## src/rtl/evtmr_pkg.sv

```systemverilog
package evtmr_pkg;

    typedef enum logic [1:0] {
        ST_OFF  = 2'd0,
        ST_RUN  = 2'd1,
        ST_DONE = 2'd2
    } run_state_t;

    localparam int OFS_LOAD_LO = 'h00;
    localparam int OFS_CNT_LO  = 'h08;
    localparam int OFS_STATUS  = 'h18;
    localparam int OFS_CTRL_A  = 'h10;
    localparam int OFS_CTRL_B  = 'h1C;

    localparam int CB_EN     = 0;
    localparam int CB_MODE   = 1;
    localparam int CB_UNMASK = 2;
    localparam int CTRL_W    = 3;

    function automatic int ctrl_offset(input bit alt);
        return alt ? OFS_CTRL_B : OFS_CTRL_A;
    endfunction

endpackage

```

## src/rtl/evtmr_regs.sv

```systemverilog
module evtmr_regs
    import evtmr_pkg::*;
#(
    parameter int DATA_W     = 32,
    parameter int ADDR_W     = 5,
    parameter bit CTRL_AT_1C = 1'b0,
    localparam int NWORDS    = 2,
    localparam int CNT_W     = NWORDS * DATA_W
) (
    input  logic              clk,
    input  logic              rst_n,
    input  logic              wr_en,
    input  logic [ADDR_W-1:0] addr,
    input  logic [DATA_W-1:0] wdata,
    input  logic [CNT_W-1:0]  cnt_val,
    input  logic              status,
    output logic [DATA_W-1:0] rdata,
    output logic [CNT_W-1:0]  load_val,
    output logic              ctrl_wr,
    output logic              status_wr,
    output logic              ctrl_en,
    output logic              ctrl_mode,
    output logic              ctrl_unmask
);

    localparam logic [ADDR_W-1:0] A_CTRL   = ADDR_W'(ctrl_offset(CTRL_AT_1C));
    localparam logic [ADDR_W-1:0] A_STATUS = ADDR_W'(OFS_STATUS);
    localparam logic [ADDR_W-1:0] A_LD_LO  = ADDR_W'(OFS_LOAD_LO);
    localparam logic [ADDR_W-1:0] A_LD_HI  = ADDR_W'(OFS_LOAD_LO + 4);
    localparam logic [ADDR_W-1:0] A_CV_LO  = ADDR_W'(OFS_CNT_LO);
    localparam logic [ADDR_W-1:0] A_CV_HI  = ADDR_W'(OFS_CNT_LO + 4);

    logic [ADDR_W-1:0]              word_addr;
    logic [NWORDS-1:0][DATA_W-1:0]  load_q;
    logic [CTRL_W-1:0]              ctrl_q;

    assign word_addr = addr & ~ADDR_W'(3);

    // start-value words, one register per word
    for (genvar w = 0; w < NWORDS; w++) begin : g_load
        localparam logic [ADDR_W-1:0] A_W = ADDR_W'(OFS_LOAD_LO + 4 * w);
        always_ff @(posedge clk) begin
            if (!rst_n) begin
                load_q[w] <= '0;
            end else if (wr_en && word_addr == A_W) begin
                load_q[w] <= wdata;
            end
        end
    end

    assign load_val  = load_q;
    assign ctrl_wr   = wr_en && (word_addr == A_CTRL);
    assign status_wr = wr_en && (word_addr == A_STATUS);

    always_ff @(posedge clk) begin
        if (!rst_n) begin
            ctrl_q <= '0;
        end else if (ctrl_wr) begin
            ctrl_q <= wdata[CTRL_W-1:0];
        end
    end

    assign ctrl_en     = ctrl_q[CB_EN];
    assign ctrl_mode   = ctrl_q[CB_MODE];
    assign ctrl_unmask = ctrl_q[CB_UNMASK];

    always_comb begin
        rdata = '0;
        case (word_addr)
            A_LD_LO:  rdata = load_q[0];
            A_LD_HI:  rdata = load_q[1];
            A_CV_LO:  rdata = cnt_val[DATA_W-1:0];
            A_CV_HI:  rdata = cnt_val[CNT_W-1:DATA_W];
            A_CTRL:   rdata = DATA_W'(ctrl_q);
            A_STATUS: rdata = DATA_W'(status);
            default:  rdata = '0;
        endcase
    end

    // a control write lands in the register one edge later
    a_r3_ctrl_capture: assert property (@(posedge clk) disable iff (!rst_n)
        ctrl_wr |=> ({ctrl_unmask, ctrl_mode, ctrl_en} == $past(wdata[CTRL_W-1:0])));

    // start words change only through a bus write
    a_r2_load_stable: assert property (@(posedge clk) disable iff (!rst_n)
        !wr_en |=> $stable(load_val));

endmodule

```

## src/rtl/evtmr_core.sv

```systemverilog
module evtmr_core
    import evtmr_pkg::*;
#(
    parameter int CNT_W = 64
) (
    input  logic             clk,
    input  logic             rst_n,
    input  logic             tick,
    input  logic             ctrl_wr,
    input  logic             wr_enable_bit,
    input  logic             mode_oneshot,
    input  logic [CNT_W-1:0] load_val,
    output logic [CNT_W-1:0] cnt,
    output logic             term,
    output run_state_t       state
);

    run_state_t       state_nxt;
    logic [CNT_W-1:0] cnt_nxt;
    logic             at_zero;
    logic             tick_used;

    assign at_zero   = (cnt == '0);
    assign tick_used = tick && !ctrl_wr;

    // state register
    always_ff @(posedge clk) begin
        if (!rst_n) begin
            state <= ST_OFF;
        end else begin
            state <= state_nxt;
        end
    end

    // next state
    always_comb begin
        state_nxt = state;
        unique case (state)
            ST_OFF: begin
                if (ctrl_wr && wr_enable_bit) state_nxt = ST_RUN;
            end
            ST_RUN: begin
                if (ctrl_wr && !wr_enable_bit) begin
                    state_nxt = ST_OFF;
                end else if (tick_used && at_zero && mode_oneshot) begin
                    state_nxt = ST_DONE;
                end
            end
            ST_DONE: begin
                if (ctrl_wr) state_nxt = wr_enable_bit ? ST_RUN : ST_OFF;
            end
            default: state_nxt = ST_OFF;
        endcase
    end

    // outputs: counter datapath and terminal event
    always_comb begin
        cnt_nxt = cnt;
        term    = 1'b0;
        unique case (state)
            ST_OFF: begin
                if (ctrl_wr && wr_enable_bit) cnt_nxt = load_val;
            end
            ST_RUN: begin
                if (tick_used) begin
                    if (at_zero) begin
                        term = 1'b1;
                        if (!mode_oneshot) cnt_nxt = load_val;
                    end else begin
                        cnt_nxt = cnt - CNT_W'(1);
                    end
                end
            end
            ST_DONE: begin
                if (ctrl_wr && wr_enable_bit) cnt_nxt = load_val;
            end
            default: cnt_nxt = cnt;
        endcase
    end

    always_ff @(posedge clk) begin
        if (!rst_n) begin
            cnt <= '0;
        end else begin
            cnt <= cnt_nxt;
        end
    end

    // start copies the start value
    a_r4_start_load: assert property (@(posedge clk) disable iff (!rst_n)
        (state == ST_OFF && ctrl_wr && wr_enable_bit)
        |=> (state == ST_RUN && cnt == $past(load_val)));

    // one decrement per accepted tick
    a_r4_decrement: assert property (@(posedge clk) disable iff (!rst_n)
        (state == ST_RUN && tick && !ctrl_wr && cnt != '0)
        |=> (cnt == $past(cnt) - CNT_W'(1)));

    // frozen while off
    a_r5_frozen: assert property (@(posedge clk) disable iff (!rst_n)
        (state == ST_OFF && !ctrl_wr) |=> $stable(cnt));

    // periodic reload at terminal count
    a_r6_reload: assert property (@(posedge clk) disable iff (!rst_n)
        (state == ST_RUN && tick && !ctrl_wr && cnt == '0 && !mode_oneshot)
        |=> (cnt == $past(load_val)));

    // expired one-shot parks at zero
    a_r7_hold_zero: assert property (@(posedge clk) disable iff (!rst_n)
        (state == ST_DONE) |-> (cnt == '0));

    // rewriting enable while running keeps the count
    a_r11_no_reload: assert property (@(posedge clk) disable iff (!rst_n)
        (state == ST_RUN && ctrl_wr && wr_enable_bit) |=> $stable(cnt));

endmodule

```

## src/rtl/evtmr_irq.sv

```systemverilog
module evtmr_irq (
    input  logic clk,
    input  logic rst_n,
    input  logic term,
    input  logic status_wr,
    input  logic clr_bit,
    input  logic unmask,
    output logic status,
    output logic irq
);

    always_ff @(posedge clk) begin
        if (!rst_n) begin
            status <= 1'b0;
        end else if (term) begin
            status <= 1'b1;
        end else if (status_wr && clr_bit) begin
            status <= 1'b0;
        end
    end

    assign irq = status && unmask;

    // a terminal event always leaves the flag set
    a_r9_set_wins: assert property (@(posedge clk) disable iff (!rst_n)
        term |=> status);

    // clearing write without a new event drops the flag
    a_r9_clear: assert property (@(posedge clk) disable iff (!rst_n)
        (status_wr && clr_bit && !term) |=> !status);

    // writing 0 keeps the flag
    a_r9_zero_write: assert property (@(posedge clk) disable iff (!rst_n)
        (!term && !(status_wr && clr_bit)) |=> $stable(status));

endmodule

```

## src/rtl/event_timer.sv

```systemverilog
module event_timer
    import evtmr_pkg::*;
#(
    parameter int DATA_W     = 32,
    parameter int ADDR_W     = 5,
    parameter bit CTRL_AT_1C = 1'b0
) (
    input  logic              clk,
    input  logic              rst_n,
    input  logic              tick,
    input  logic              bus_we,
    input  logic [ADDR_W-1:0] bus_addr,
    input  logic [DATA_W-1:0] bus_wdata,
    output logic [DATA_W-1:0] bus_rdata,
    output logic              irq
);

    localparam int CNT_W = 2 * DATA_W;

    logic [CNT_W-1:0] load_val;
    logic [CNT_W-1:0] cnt;
    logic             ctrl_wr;
    logic             status_wr;
    logic             ctrl_en;
    logic             ctrl_mode;
    logic             ctrl_unmask;
    logic             term;
    logic             status;
    run_state_t       state;

    evtmr_regs #(
        .DATA_W     (DATA_W),
        .ADDR_W     (ADDR_W),
        .CTRL_AT_1C (CTRL_AT_1C)
    ) u_regs (
        .clk         (clk),
        .rst_n       (rst_n),
        .wr_en       (bus_we),
        .addr        (bus_addr),
        .wdata       (bus_wdata),
        .cnt_val     (cnt),
        .status      (status),
        .rdata       (bus_rdata),
        .load_val    (load_val),
        .ctrl_wr     (ctrl_wr),
        .status_wr   (status_wr),
        .ctrl_en     (ctrl_en),
        .ctrl_mode   (ctrl_mode),
        .ctrl_unmask (ctrl_unmask)
    );

    evtmr_core #(
        .CNT_W (CNT_W)
    ) u_core (
        .clk           (clk),
        .rst_n         (rst_n),
        .tick          (tick),
        .ctrl_wr       (ctrl_wr),
        .wr_enable_bit (bus_wdata[CB_EN]),
        .mode_oneshot  (ctrl_mode),
        .load_val      (load_val),
        .cnt           (cnt),
        .term          (term),
        .state         (state)
    );

    evtmr_irq u_irq (
        .clk       (clk),
        .rst_n     (rst_n),
        .term      (term),
        .status_wr (status_wr),
        .clr_bit   (bus_wdata[0]),
        .unmask    (ctrl_unmask),
        .status    (status),
        .irq       (irq)
    );

    // a masked interrupt never reaches the pin
    a_r8_masked: assert property (@(posedge clk) disable iff (!rst_n)
        !ctrl_unmask |-> !irq);

    // the state machine runs only with enable set in the register
    a_r3_state_vs_enable: assert property (@(posedge clk) disable iff (!rst_n)
        (state != ST_OFF) |-> ctrl_en);

endmodule

```

## config.mk

```make
export PLATFORM = sky130hd
export DESIGN_NAME = event_timer
export DESIGN_NICKNAME = d
export VERILOG_FILES = /design/src/rtl/evtmr_pkg.sv /design/src/rtl/evtmr_regs.sv /design/src/rtl/evtmr_core.sv /design/src/rtl/evtmr_irq.sv /design/src/rtl/event_timer.sv
export SDC_FILE = /design/constraint.sdc
export NUM_CORES = 1
export LEC_CHECK = 0
export ABC_AREA = 1
export BUFFER_PORTS_ARGS = -buffer_cell sky130_fd_sc_hd__buf_2
export CAP_MARGIN = 20
export CELL_PAD_IN_SITES_DETAIL_PLACEMENT = 0
export CELL_PAD_IN_SITES_GLOBAL_PLACEMENT = 1
export CORE_MARGIN = 2
export CORE_UTILIZATION = 42
export DETAILED_ROUTE_END_ITERATION = 16
export PLACE_DENSITY_LB_ADDON = 0.1
export SYNTH_ARGS = -nofsm -noshare
export SYNTH_HDL_FRONTEND = slang
export SYNTH_SLANG_ARGS = --single-unit
```

## constraint.sdc

```tcl
create_clock -name clk -period 1.9 [get_ports clk]
set_input_delay 0.095 -clock clk [delete_from_list [all_inputs] [get_ports clk]]
set_output_delay 0.095 -clock clk [all_outputs]
set_load 0.01 [all_outputs]
```

==> summary.md, run 1 <==
| Metric | Value |
|---|---|
| Status | complete, but fails checks |
| Failing checks | setup timing |
| Clk Tree Root Cell | clkbuf_16 |
| Finished Cell Area | 11700 sq um |
| CP cell instances | buf_4, nor2_1, nand2_1, nor2_1, nand2_1, nor3_2, buf_4, nand2_1, nand2_1, nand3_1, a21oi_1 |
| Post-synth ARST share | 0 |
| Pwr Density | 806 nW/um^2 |
| Clk sinks | 134 |
| Global-route wire length before repair | 51900 microns |
| Final setup violation count | 5 |
| Nature of the critical path endpoint | flip-flop |
| Sequential share of the synthesized area | 0.320 |
| DR vias/cell | 5.26 |
| Die footprint | 21100 sq um |
| Maxcap violations | 0 |
| Number of global-route vias before repair | 9179 |
| WP data required | 2.26 ns |
| Initial antenna violation count | 0 |
| CTS H-tree lvls | 4 |
| Final ANT Viol Nets | 0 |
| Synth Net Count | 1389 |
| Core Rows | 51 |
| Worst-Margin Slew | 0.669 ns |
| Unique masters post-synth | 36 |
| Final total power | 9.45 mW |
| Avg WL per Cell | 18.6 microns |
| CP Data Arrival Time | 2.29 ns |
| CP Launch Type | flip-flop |
| Synth Area per Inst | 6.23 sq um |
| Boundary Pins | 74 |
| Kind of cell adding the most delay to the critical path | simple AND/OR/NAND/NOR gates |
| Most frequent cell on the critical path | nand2_1 |
| Clk_skew | 0.0108 ns |
| Via Count | 9817 |
| CTS Buffer Depth | 2 |
| Cts bufs inserted | 17 |
| Worst slack, placed | -0.113 ns |
| Total gr overflow | 0 |
| Synth Cell Area | 8380 sq um |
| IO buf count | 71 |
| Final setup margin | -0.0294 ns |
| Initial drt markers | 1022 |
| Cell with the largest stage delay on the worst path | dfxtp_1 |
| DR pass1 iterations | 6 |
| Die height | 145 microns |
| Post-synth EDFFs | 0 |
| Lkg Pwr | 5.54 nW |
| Syn Inst Count | 1346 |
| RSZ-0062 raised after global routing | true |
| Placed cell count | 1783 |
| Crit-path max cell delay | 0.33 ns |
| Die Wd | 145 microns |
| Max_slew headroom | 0.554 |
| Most common cell in the netlist | nand2_1 |
| FMAX | 0.518 GHz |
| Initial Utilization | 0.429 |
| Routability cong. | 0.977 |
| Synth area leaders | dfxtp_1 (32%), nand2_1 (12%), a21oi_1 (9.5%), nor2_1 (9.5%), inv_1 (7.4%) |
| Total Wirelength | 34600 microns |
| Share of the core filled with cells | 0.601 |
| Final worst-path cycle share | 1.02 |
| Peak supply drop | 0.686 mV |
| CTS tree | done |
| Slew Limit Fails | 0 |
| Register bit total from synthesis | 134 |
| Synth Flop Type | dfxtp_1 |
| Core ar. | 19500 sq um |
| Critical path class | reg -> reg |
| Tot GR Track Use | 0.316 |
| Clk_lat worst skew | 0.43 ns |
| Setup TNS | -0.0919 ns |
| CP max FO | 4 |
| Diodes inserted | 0 |
| Min Hold Slack | 0.0126 ns |
| Final min period | 1.93 ns |
| Non-filler instance count after layout | 1866 |
| Synth warnings | 0 |
| HPWL Detailed | 24500 microns |
| Worst path bufs/invs | 2 |
| Clock-pin slew on the worst setup and hold paths | 0.07 ns |
| Largest net degree at the start of global routing | 110 |
| Final nets | 1631 |
| Remaining routing DRC violations | 0 |
| Final hold vios | 0 |
| Area post-placement | 10100 sq um |
| Synth top cells by count | nand2_1 (277), nor2_1 (212), inv_1 (165), a21oi_1 (159), dfxtp_1 (134) |
| Worst hold path type | in -> reg |
| Area Growth Syn to Fin | 39.9% |
| Dominant cell type by area after synthesis | dfxtp_1 |
| Share of layout cells above drive strength 1 | 0.270 |
| Post-synth top area share | 0.320 |
-- worst register-to-register path: stages, from the launching register on --
cell and delay, ns:
dfxtp_1 0.33, buf_4 0.17, nor2_1 0.21, nand2_1 0.14
nor2_1 0.21, nand2_1 0.15, nor3_2 0.24, buf_4 0.15
nand2_1 0.04, nand2_1 0.05, nand3_1 0.06, a21oi_1 0.12
-- cell families after synthesis --
| family | after synthesis | share of synthesized area |
|---|---|---|
| simple gates | 603 | 0.302 |
| compound gates | 341 | 0.221 |
| buf+inv | 231 | 0.117 |
| flops | 134 | 0.320 |
| xor+xnor | 35 | 0.0366 |
| fa+ha+maj | 2 | 0.00299 |
-- final timing paths --
| kind | from | endpoint | slack, ns | cells past startpoint |
|---|---|---|---|---|
| worst max-delay path | u_core.cnt[32]$_SDFFE_PN0P_ | u_core.cnt[59]$_SDFFE_PN0P_ | -0.03 | 11 |
| worst min-delay path | bus_we | u_regs.load_val[0]$_SDFFE_PN0P_ | 0.01 | 3 |
| worst max register to register | u_core.cnt[32]$_SDFFE_PN0P_ | u_core.cnt[59]$_SDFFE_PN0P_ | -0.03 | 11 |
| worst min register to register | u_regs.load_val[8]$_SDFFE_PN0P_ | u_regs.load_val[8]$_SDFFE_PN0P_ | 0.47 | 2 |
-- cell type report --
class | instances | area (sq um)
fill | 1929 | 7800
inverter | 166 | 626
clock inverter | 15 | 153
clock buffer | 17 | 425
tap | 265 | 332
timing repair buffer | 288 | 2370
multi-input combinational | 981 | 5130
sequential | 134 | 2700
-- state kept, by name, summed over array words and instances (netlist names) --
| name | cells |
|---|---|
| u_regs.ctrl_q | 3 |
| u_irq.status | 1 |
| u_regs.load_val | 64 |
| u_core.cnt | 64 |
| u_core.state | 2 |
-- report_power, final --
group	internal (mW)	total [mW]	leakage [nW]	switching, mW
sequential	2.91	2.98	1.09	0.0709
clock	1.76	3.35	0.288	1.59
combinational	1.29	3.12	4.16	1.83
total	5.96	9.45	5.54	3.49
-- per-layer routing --
metal  vias up  part of all wire  track usage
met5         -                 0            0
met4         0             0.032        0.105
met3        59             0.086       0.0676
met2       391              0.41        0.457
met1      4515              0.47        0.464
li1       4852                 -            -
-- layout by cell type (no fill, tap or decap), drive strengths merged, types with 8 or more instances in the layout --
cell | Yosys | final
buf | 26 | 258
o221ai | 31 | 31
nand2 | 284 | 284
nand4 | 9 | 9
dfxtp | 134 | 134
nor3 | 8 | 8
o21ai | 145 | 145
inv | 166 | 178
xor2 | 31 | 31
nand3 | 59 | 59
nor2 | 232 | 232
dlygate4sd3 | 0 | 25
clkbuf | 39 | 22
a21oi | 160 | 160
-- repair_timing --
action | in CTS | in global routing
pin swaps | 2 | 11
cloned | 2 | 6
endpoints found under the setup margin | 63 | 64
gates resized for setup | 28 | 113
hold endpoints to repair | 51 | 0
hold buffers | 25 | 0
setup buffers | 5 | 13
(Power assumes the default switching activity.)
==> run 2: changes to the inputs <==
--- a/config.mk
+++ b/config.mk
@@ -14,6 +14,7 @@
 export CORE_UTILIZATION = 42
 export DETAILED_ROUTE_END_ITERATION = 16
 export PLACE_DENSITY_LB_ADDON = 0.1
+export SKIP_LAST_GASP = 1
 export SYNTH_ARGS = -nofsm -noshare
 export SYNTH_HDL_FRONTEND = slang
 export SYNTH_SLANG_ARGS = --single-unit
==> run 2 against run 1 <==
The run still ends with setup timing left. Sequential cell count is the same. Clock skew about the same. Non-clock buffer count unchanged. Via count shrank 0.16%. Critical endpoint is now u_core.cnt[50]$_SDFFE_PN0P_. Largest power group unchanged. Wire length is essentially flat. Clock-buffer cell count stayed put.
==> summary.md, run 2 (same netlist as run 1, synthesis figures left out) <==
| Metric | Value |
|---|---|
| CTS Buffer Depth | 2 |
| Top Layer Used | met4 |
| Global-route wire length before repair | 51900 microns |
| Worst path bufs/invs | 2 |
| IO buf count | 71 |
| Hold EP | u_regs.load_val[32]$_SDFFE_PN0P_ |
| Die footprint | 21100 sq um |
| Final worst-path cycle share | 1.01 |
| Worst hold path type | in -> reg |
| Status | complete, but fails checks |
| Core ar. | 19500 sq um |
| Initial antenna violation count | 0 |
| Placed cell count | 1783 |
| WP data required | 2.21 ns |
| Initial drt markers | 915 |
| CP cell instances | nor2_2, nand2_1, nor2_4, nand2_2, nor2_2, nand2_2, nand2_8, buf_12, clkbuf_16, nand2_1, nand3_1, a21oi_1 |
| Total Wirelength | 34600 microns |
| WP depth | 12 |
| FMAX | 0.519 GHz |
| Core Rows | 51 |
| Worst r2r dst | u_core.cnt[50]$_SDFFE_PN0P_ |
| Reg2reg start | u_core.cnt[31]$_SDFFE_PN0P_ |
| Final total power | 9.44 mW |
| Reg power frac | 0.316 |
| Cts bufs inserted | 17 |
| Worst R2R Setup Slack | -0.03 ns |
| CP max FO | 18 |
| Total gr overflow | 0 |
| Clk sinks | 134 |
| Routability cong. | 0.977 |
| Avg WL per Cell | 18.6 microns |
| Final hold vios | 0 |
| Comb pwr share | 0.329 |
| Nature of the critical path endpoint | flip-flop |
| Remaining routing DRC violations | 0 |
| Area Growth Syn to Fin | 39.8% |
| RSZ-0062 raised after global routing | true |
| HPWL Detailed | 24500 microns |
| Diodes inserted | 0 |
| Final nets | 1631 |
| Met1 wire length | 16200 microns |
| Die Wd | 145 microns |
| Clk Tree Root Cell | clkbuf_16 |
| Crit-path max cell delay | 0.36 ns |
| Peak supply drop | 0.687 mV |
| Boundary Pins | 74 |
| Switching Share | 0.369 |
| Slew Limit Fails | 0 |
| Via Count | 9801 |
| CTS H-tree lvls | 4 |
| Final ANT Viol Nets | 0 |
| Internal power | 5.95 mW |
| CP Data Arrival Time | 2.23 ns |
| Final setup violation count | 6 |
| Met2 routed WL | 14400 microns |
| Hold depth | 3 |
| Worst-Margin Slew | 0.662 ns |
| Clock-pin slew on the worst setup and hold paths | 0.07 ns |
| Final min period | 1.93 ns |
| Most frequent cells in the layout | nand2_1 (258), buf_4 (165), inv_1 (162) |
| Largest net degree at the start of global routing | 110 |
| Critical path class | reg -> reg |
| Tot GR Track Use | 0.316 |
| DR pass1 iterations | 5 |
| Commonest non-fill, non-tap cell in the layout | nand2_1 |
| Die height | 145 microns |
| CTS tree | done |
| Initial Utilization | 0.429 |
| DR vias/cell | 5.25 |
| Clk_lat worst skew | 0.43 ns |
| Non-filler instance count after layout | 1866 |
| Worst-case reg-to-reg path depth | 12 |
| Cell with the largest stage delay on the worst path | dfxtp_1 |
| Hold path startpoint | bus_we |
| Lkg Pwr | 5.54 nW |
| Kind of cell adding the most delay to the critical path | simple AND/OR/NAND/NOR gates |
| Failing checks | setup timing |
| CP Launch Type | flip-flop |
| Max_slew headroom | 0.559 |
| Psw | 3.49 mW |
| Maxcap violations | 0 |
| Share of layout cells above drive strength 1 | 0.265 |
| Clk_skew | 0.0104 ns |
| Met3 wire len | 2950 microns |
| Pwr Density | 806 nW/um^2 |
| Number of global-route vias before repair | 9179 |
| Final setup margin | -0.0272 ns |
| Clk pwr share | 0.355 |
## run 2: worst max-delay path by stage
stage | startpoint | to | slack [ns]
final | u_core.cnt[31]$_SDFFE_PN0P_ | u_core.cnt[50]$_SDFFE_PN0P_ | -0.03
after global routing | u_core.cnt[31]$_SDFFE_PN0P_ | u_core.cnt[12]$_SDFFE_PN0P_ | -0.10
after CTS | u_core.cnt[0]$_SDFFE_PN0P_ | u_core.cnt[40]$_SDFFE_PN0P_ | -0.009
after detailed placement | u_core.cnt[0]$_SDFFE_PN0P_ | u_core.cnt[62]$_SDFFE_PN0P_ | -0.11
after global placement | u_core.cnt[0]$_SDFFE_PN0P_ | u_core.cnt[36]$_SDFFE_PN0P_ | -0.11
after floorplan | u_core.cnt[0]$_SDFFE_PN0P_ | u_core.cnt[62]$_SDFFE_PN0P_ | 0.20
## run 2: layout make-up
class / instances / area (sq um)
clock buffer: 17 / 425
clock inverter: 15 / 153
fill: 1931 / 7820
inverter: 166 / 626
multi-input combinational: 981 / 5120
sequential: 134 / 2690
tap: 265 / 332
timing repair buffer: 288 / 2370
## run 2: per-layer routing
layer  track usage  vias to the layer above
met1         0.464                     4498
met3        0.0676                       57
li1              -                     4849
met4         0.105                        0
met2         0.457                      397
met5             0                        -
## run 2: tightest hold or removal path, stage by stage
cell     delay (ns)
buf_2          0.15
nand3_1        0.09
a21oi_1        0.06
## run 2: power by group through the flow
stage	Sequential (mW)	Clock, mW	Combinational, mW
2_1_floorplan	3.03	0	1.47
3_3_place_gp	3.03	0	2.69
3_5_place_dp	3.03	0	2.69
4_1_cts	2.97	3.39	2.80
5_1_grt	2.99	3.52	3.38
6_report	2.98	3.35	3.11
## run 2: repair_timing
action                                  4_1_cts  5_1_grt
endpoints found under the setup margin       63       64
pin swaps                                     2       12
endpoints found under the hold margin        51        0
hold buffers                                 25        0
gates resized for setup                      27      106
buffers inserted                              5       13
cloned                                        2        6
## run 2: through the flow
step                setup WS [ns]  hold slack (ns)  utilization  cell area [sq um]  setup TNS [ns]
floorplan                   0.197            0.241            -               8380               0
detailed placement         -0.113            0.395        0.519              10100           -2.04
global route               -0.104           0.0142        0.600              11700           -4.29
global placement           -0.106            0.382        0.519              10100          -0.826
CTS                      -0.00876        0.0000352        0.569              11100        -0.00876
finish                    -0.0272           0.0122        0.600              11700         -0.0781
==> run 3: changes to the inputs <==
--- a/config.mk
+++ b/config.mk
@@ -18,3 +18,4 @@
 export SYNTH_ARGS = -nofsm -noshare
 export SYNTH_HDL_FRONTEND = slang
 export SYNTH_SLANG_ARGS = --single-unit
+export TNS_END_PERCENT = 10
==> run 3 against run 2 <==
The run still ends with setup timing left. Largest power group unchanged. Clock-buffer cell count stayed put. Largest cell class unchanged. Critical path type unchanged. Clock power is essentially flat. Highest routed layer unchanged. Power is 2.1% lower. Critical path depth stayed put. Worst hold slack worse by 0.00051 ns. Sequential share of layout area rose by 0.88 points. Register-to-register slack got worse by 0.03 ns.
==> summary.md, run 3 (same netlist as run 1, synthesis figures left out) <==
| Metric | Value |
|---|---|
| Clock-pin slew on the worst setup and hold paths | 0.07 ns |
| Worst path bufs/invs | 2 |
| Commonest non-fill, non-tap cell in the layout | nand2_1 |
| Die height | 145 microns |
| HPWL Detailed | 24500 microns |
| Initial Utilization | 0.429 |
| Die Wd | 145 microns |
| Min Hold Slack | 0.0117 ns |
| Final worst-path cycle share | 1.03 |
| CP max FO | 18 |
| Area of the multi-input gates | 4880 sq um |
| GR peak layer | met1 |
| DR pass1 iterations | 5 |
| Hold depth | 3 |
| CP Data Arrival Time | 2.27 ns |
| Lkg Pwr | 5.38 nW |
| Placed cell count | 1783 |
| Die footprint | 21100 sq um |
| Worst slack, placed | -0.113 ns |
| Kind of cell adding the most delay to the critical path | simple AND/OR/NAND/NOR gates |
| Final nets | 1615 |
| Number of global-route vias before repair | 9098 |
| Boundary Pins | 74 |
| Clk_lat worst skew | 0.43 ns |
| Status | complete, but fails checks |
| Met3 Usage GRT | 0.0849 |
| Final hold vios | 0 |
| Final ANT Viol Nets | 0 |
| Worst-case reg-to-reg path depth | 12 |
| Clk sinks | 134 |
| Diodes inserted | 0 |
| DR vias/cell | 5.16 |
| RSZ-0062 raised after global routing | true |
| Total Wirelength | 33500 microns |
| Met1 Track Usage GR | 0.451 |
| Final min period | 1.96 ns |
| Final setup margin | -0.0621 ns |
| Core ar. | 19500 sq um |
| Slew Limit Fails | 0 |
| Nature of the critical path endpoint | flip-flop |
| Worst-Margin Slew | 0.653 ns |
| IO buf count | 71 |
| Core Rows | 51 |
| Final setup violation count | 14 |
| Cell with the largest stage delay on the worst path | dfxtp_1 |
| FMAX | 0.510 GHz |
| Remaining routing DRC violations | 0 |
| Critical path class | reg -> reg |
| CP cell instances | nor2_2, nand2_1, nor2_4, nand2_2, nor2_2, nand2_2, nand2_8, buf_12, clkbuf_16, nand2_1, nand3_1, a21oi_1 |
| Clk Tree Root Cell | clkbuf_16 |
| WP data required | 2.21 ns |
| Avg WL per Cell | 18.1 microns |
| CP Launch Type | flip-flop |
| Met2 Resource Use GR | 0.448 |
| Initial drt markers | 901 |
| CTS Buffer Depth | 2 |
| Routability cong. | 0.977 |
| Pwr Density | 822 nW/um^2 |
| Share of layout cells above drive strength 1 | 0.225 |
| Largest net degree at the start of global routing | 110 |
| Maxcap violations | 0 |
| Max_slew headroom | 0.565 |
| FILL cells | 1982 |
| Peak supply drop | 0.681 mV |
| Most frequent cells in the layout | nand2_1 (267), nor2_1 (189), inv_1 (164) |
| CTS tree | done |
| Area Growth Syn to Fin | 34.2% |
| Initial antenna violation count | 0 |
| Failing checks | setup timing |
| WP depth | 12 |
| CTS H-tree lvls | 4 |
| Reg area | 2690 sq um |
| Global-route wire length before repair | 51200 microns |
| Total gr overflow | 0 |
| Cts bufs inserted | 17 |
| Clk_skew | 0.0102 ns |
| Crit-path max cell delay | 0.37 ns |
| Via Count | 9547 |
| Tot GR Track Use | 0.312 |
| Non-filler instance count after layout | 1850 |
| Worst hold path type | in -> reg |
==> run 3: cell types whose count changed in the layout (fill, tap and decap cells not counted), moves of 5 or more <==
cell	before	now
nand2_1	258	267
buf_4	165	156
dfxtp_2	8	2
dfxtp_1	126	132
nor2_1	161	189
nand2_2	20	15
nor2_2	43	30
nor2_4	28	13
==> run 3: power breakdown <==
part / leakage [nW] / internal [mW] / switching (mW)
Sequential: 1.09 / 2.91 / 0.0649
Clock: 0.288 / 1.76 / 1.60
Combinational: 4.01 / 1.19 / 1.72
Total: 5.38 / 5.86 / 3.39
==> run 3: path summary, 6_finish.rpt <==
kind	startpoint	endpoint	slack [ns]
hold reg to reg	u_regs.load_val[12]$_SDFFE_PN0P_	u_regs.load_val[12]$_SDFFE_PN0P_	0.47
setup / recovery	u_core.cnt[29]$_SDFFE_PN0P_	u_core.cnt[50]$_SDFFE_PN0P_	-0.06
setup reg to reg	u_core.cnt[29]$_SDFFE_PN0P_	u_core.cnt[50]$_SDFFE_PN0P_	-0.06
hold / removal	bus_we	u_regs.load_val[32]$_SDFFE_PN0P_	0.01
==> run 3: what timing repair did <==
item                                   CTS  global route
pin swaps                                2             7
endpoints found under the hold margin   51             0
gates cloned                             1             3
setup buffers                            2             4
hold buffers                            25             0
setup endpoints to repair               63            64
resized for setup                       18            34
==> run 3: routing by layer <==
metal,share of wire,up-vias,routed length [microns]
met1,0.49,4369,16200
met3,0.077,58,2560
met2,0.41,307,13700
met4,0.029,0,966
met5,0,-,0
li1,-,4813,-
==> run 3: worst min-delay path, delay by kind of cell <==
kind | cells | cell delay [ns]
AOI/OAI and AO/OA | 1 | 0.06
and+or+nand+nor | 1 | 0.09
buffers and inverters | 1 | 0.15
==> run 3: metrics by stage <==
step | setup TNS [ns] | util | instance area [sq um] | total power [mW]
after CTS | -0.541 | 0.565 | 11000 | 9.14
after detailed placement | -2.04 | 0.519 | 10100 | 5.72
after global placement | -0.826 | 0.519 | 10100 | 5.71
after floorplan | 0 | - | 8380 | 4.50
final | -0.244 | 0.576 | 11200 | 9.24
after global routing | -6.18 | 0.576 | 11200 | 9.69
==> run 3: final cells by class <==
type	instances	area share
Multi-Input combinational cell	981	0.434
Inverter	166	0.0554
Timing Repair Buffer	272	0.191
Clock inverter	15	0.0136
Sequential cell	134	0.239
Tap cell	265	0.0295
Clock buffer	17	0.0378
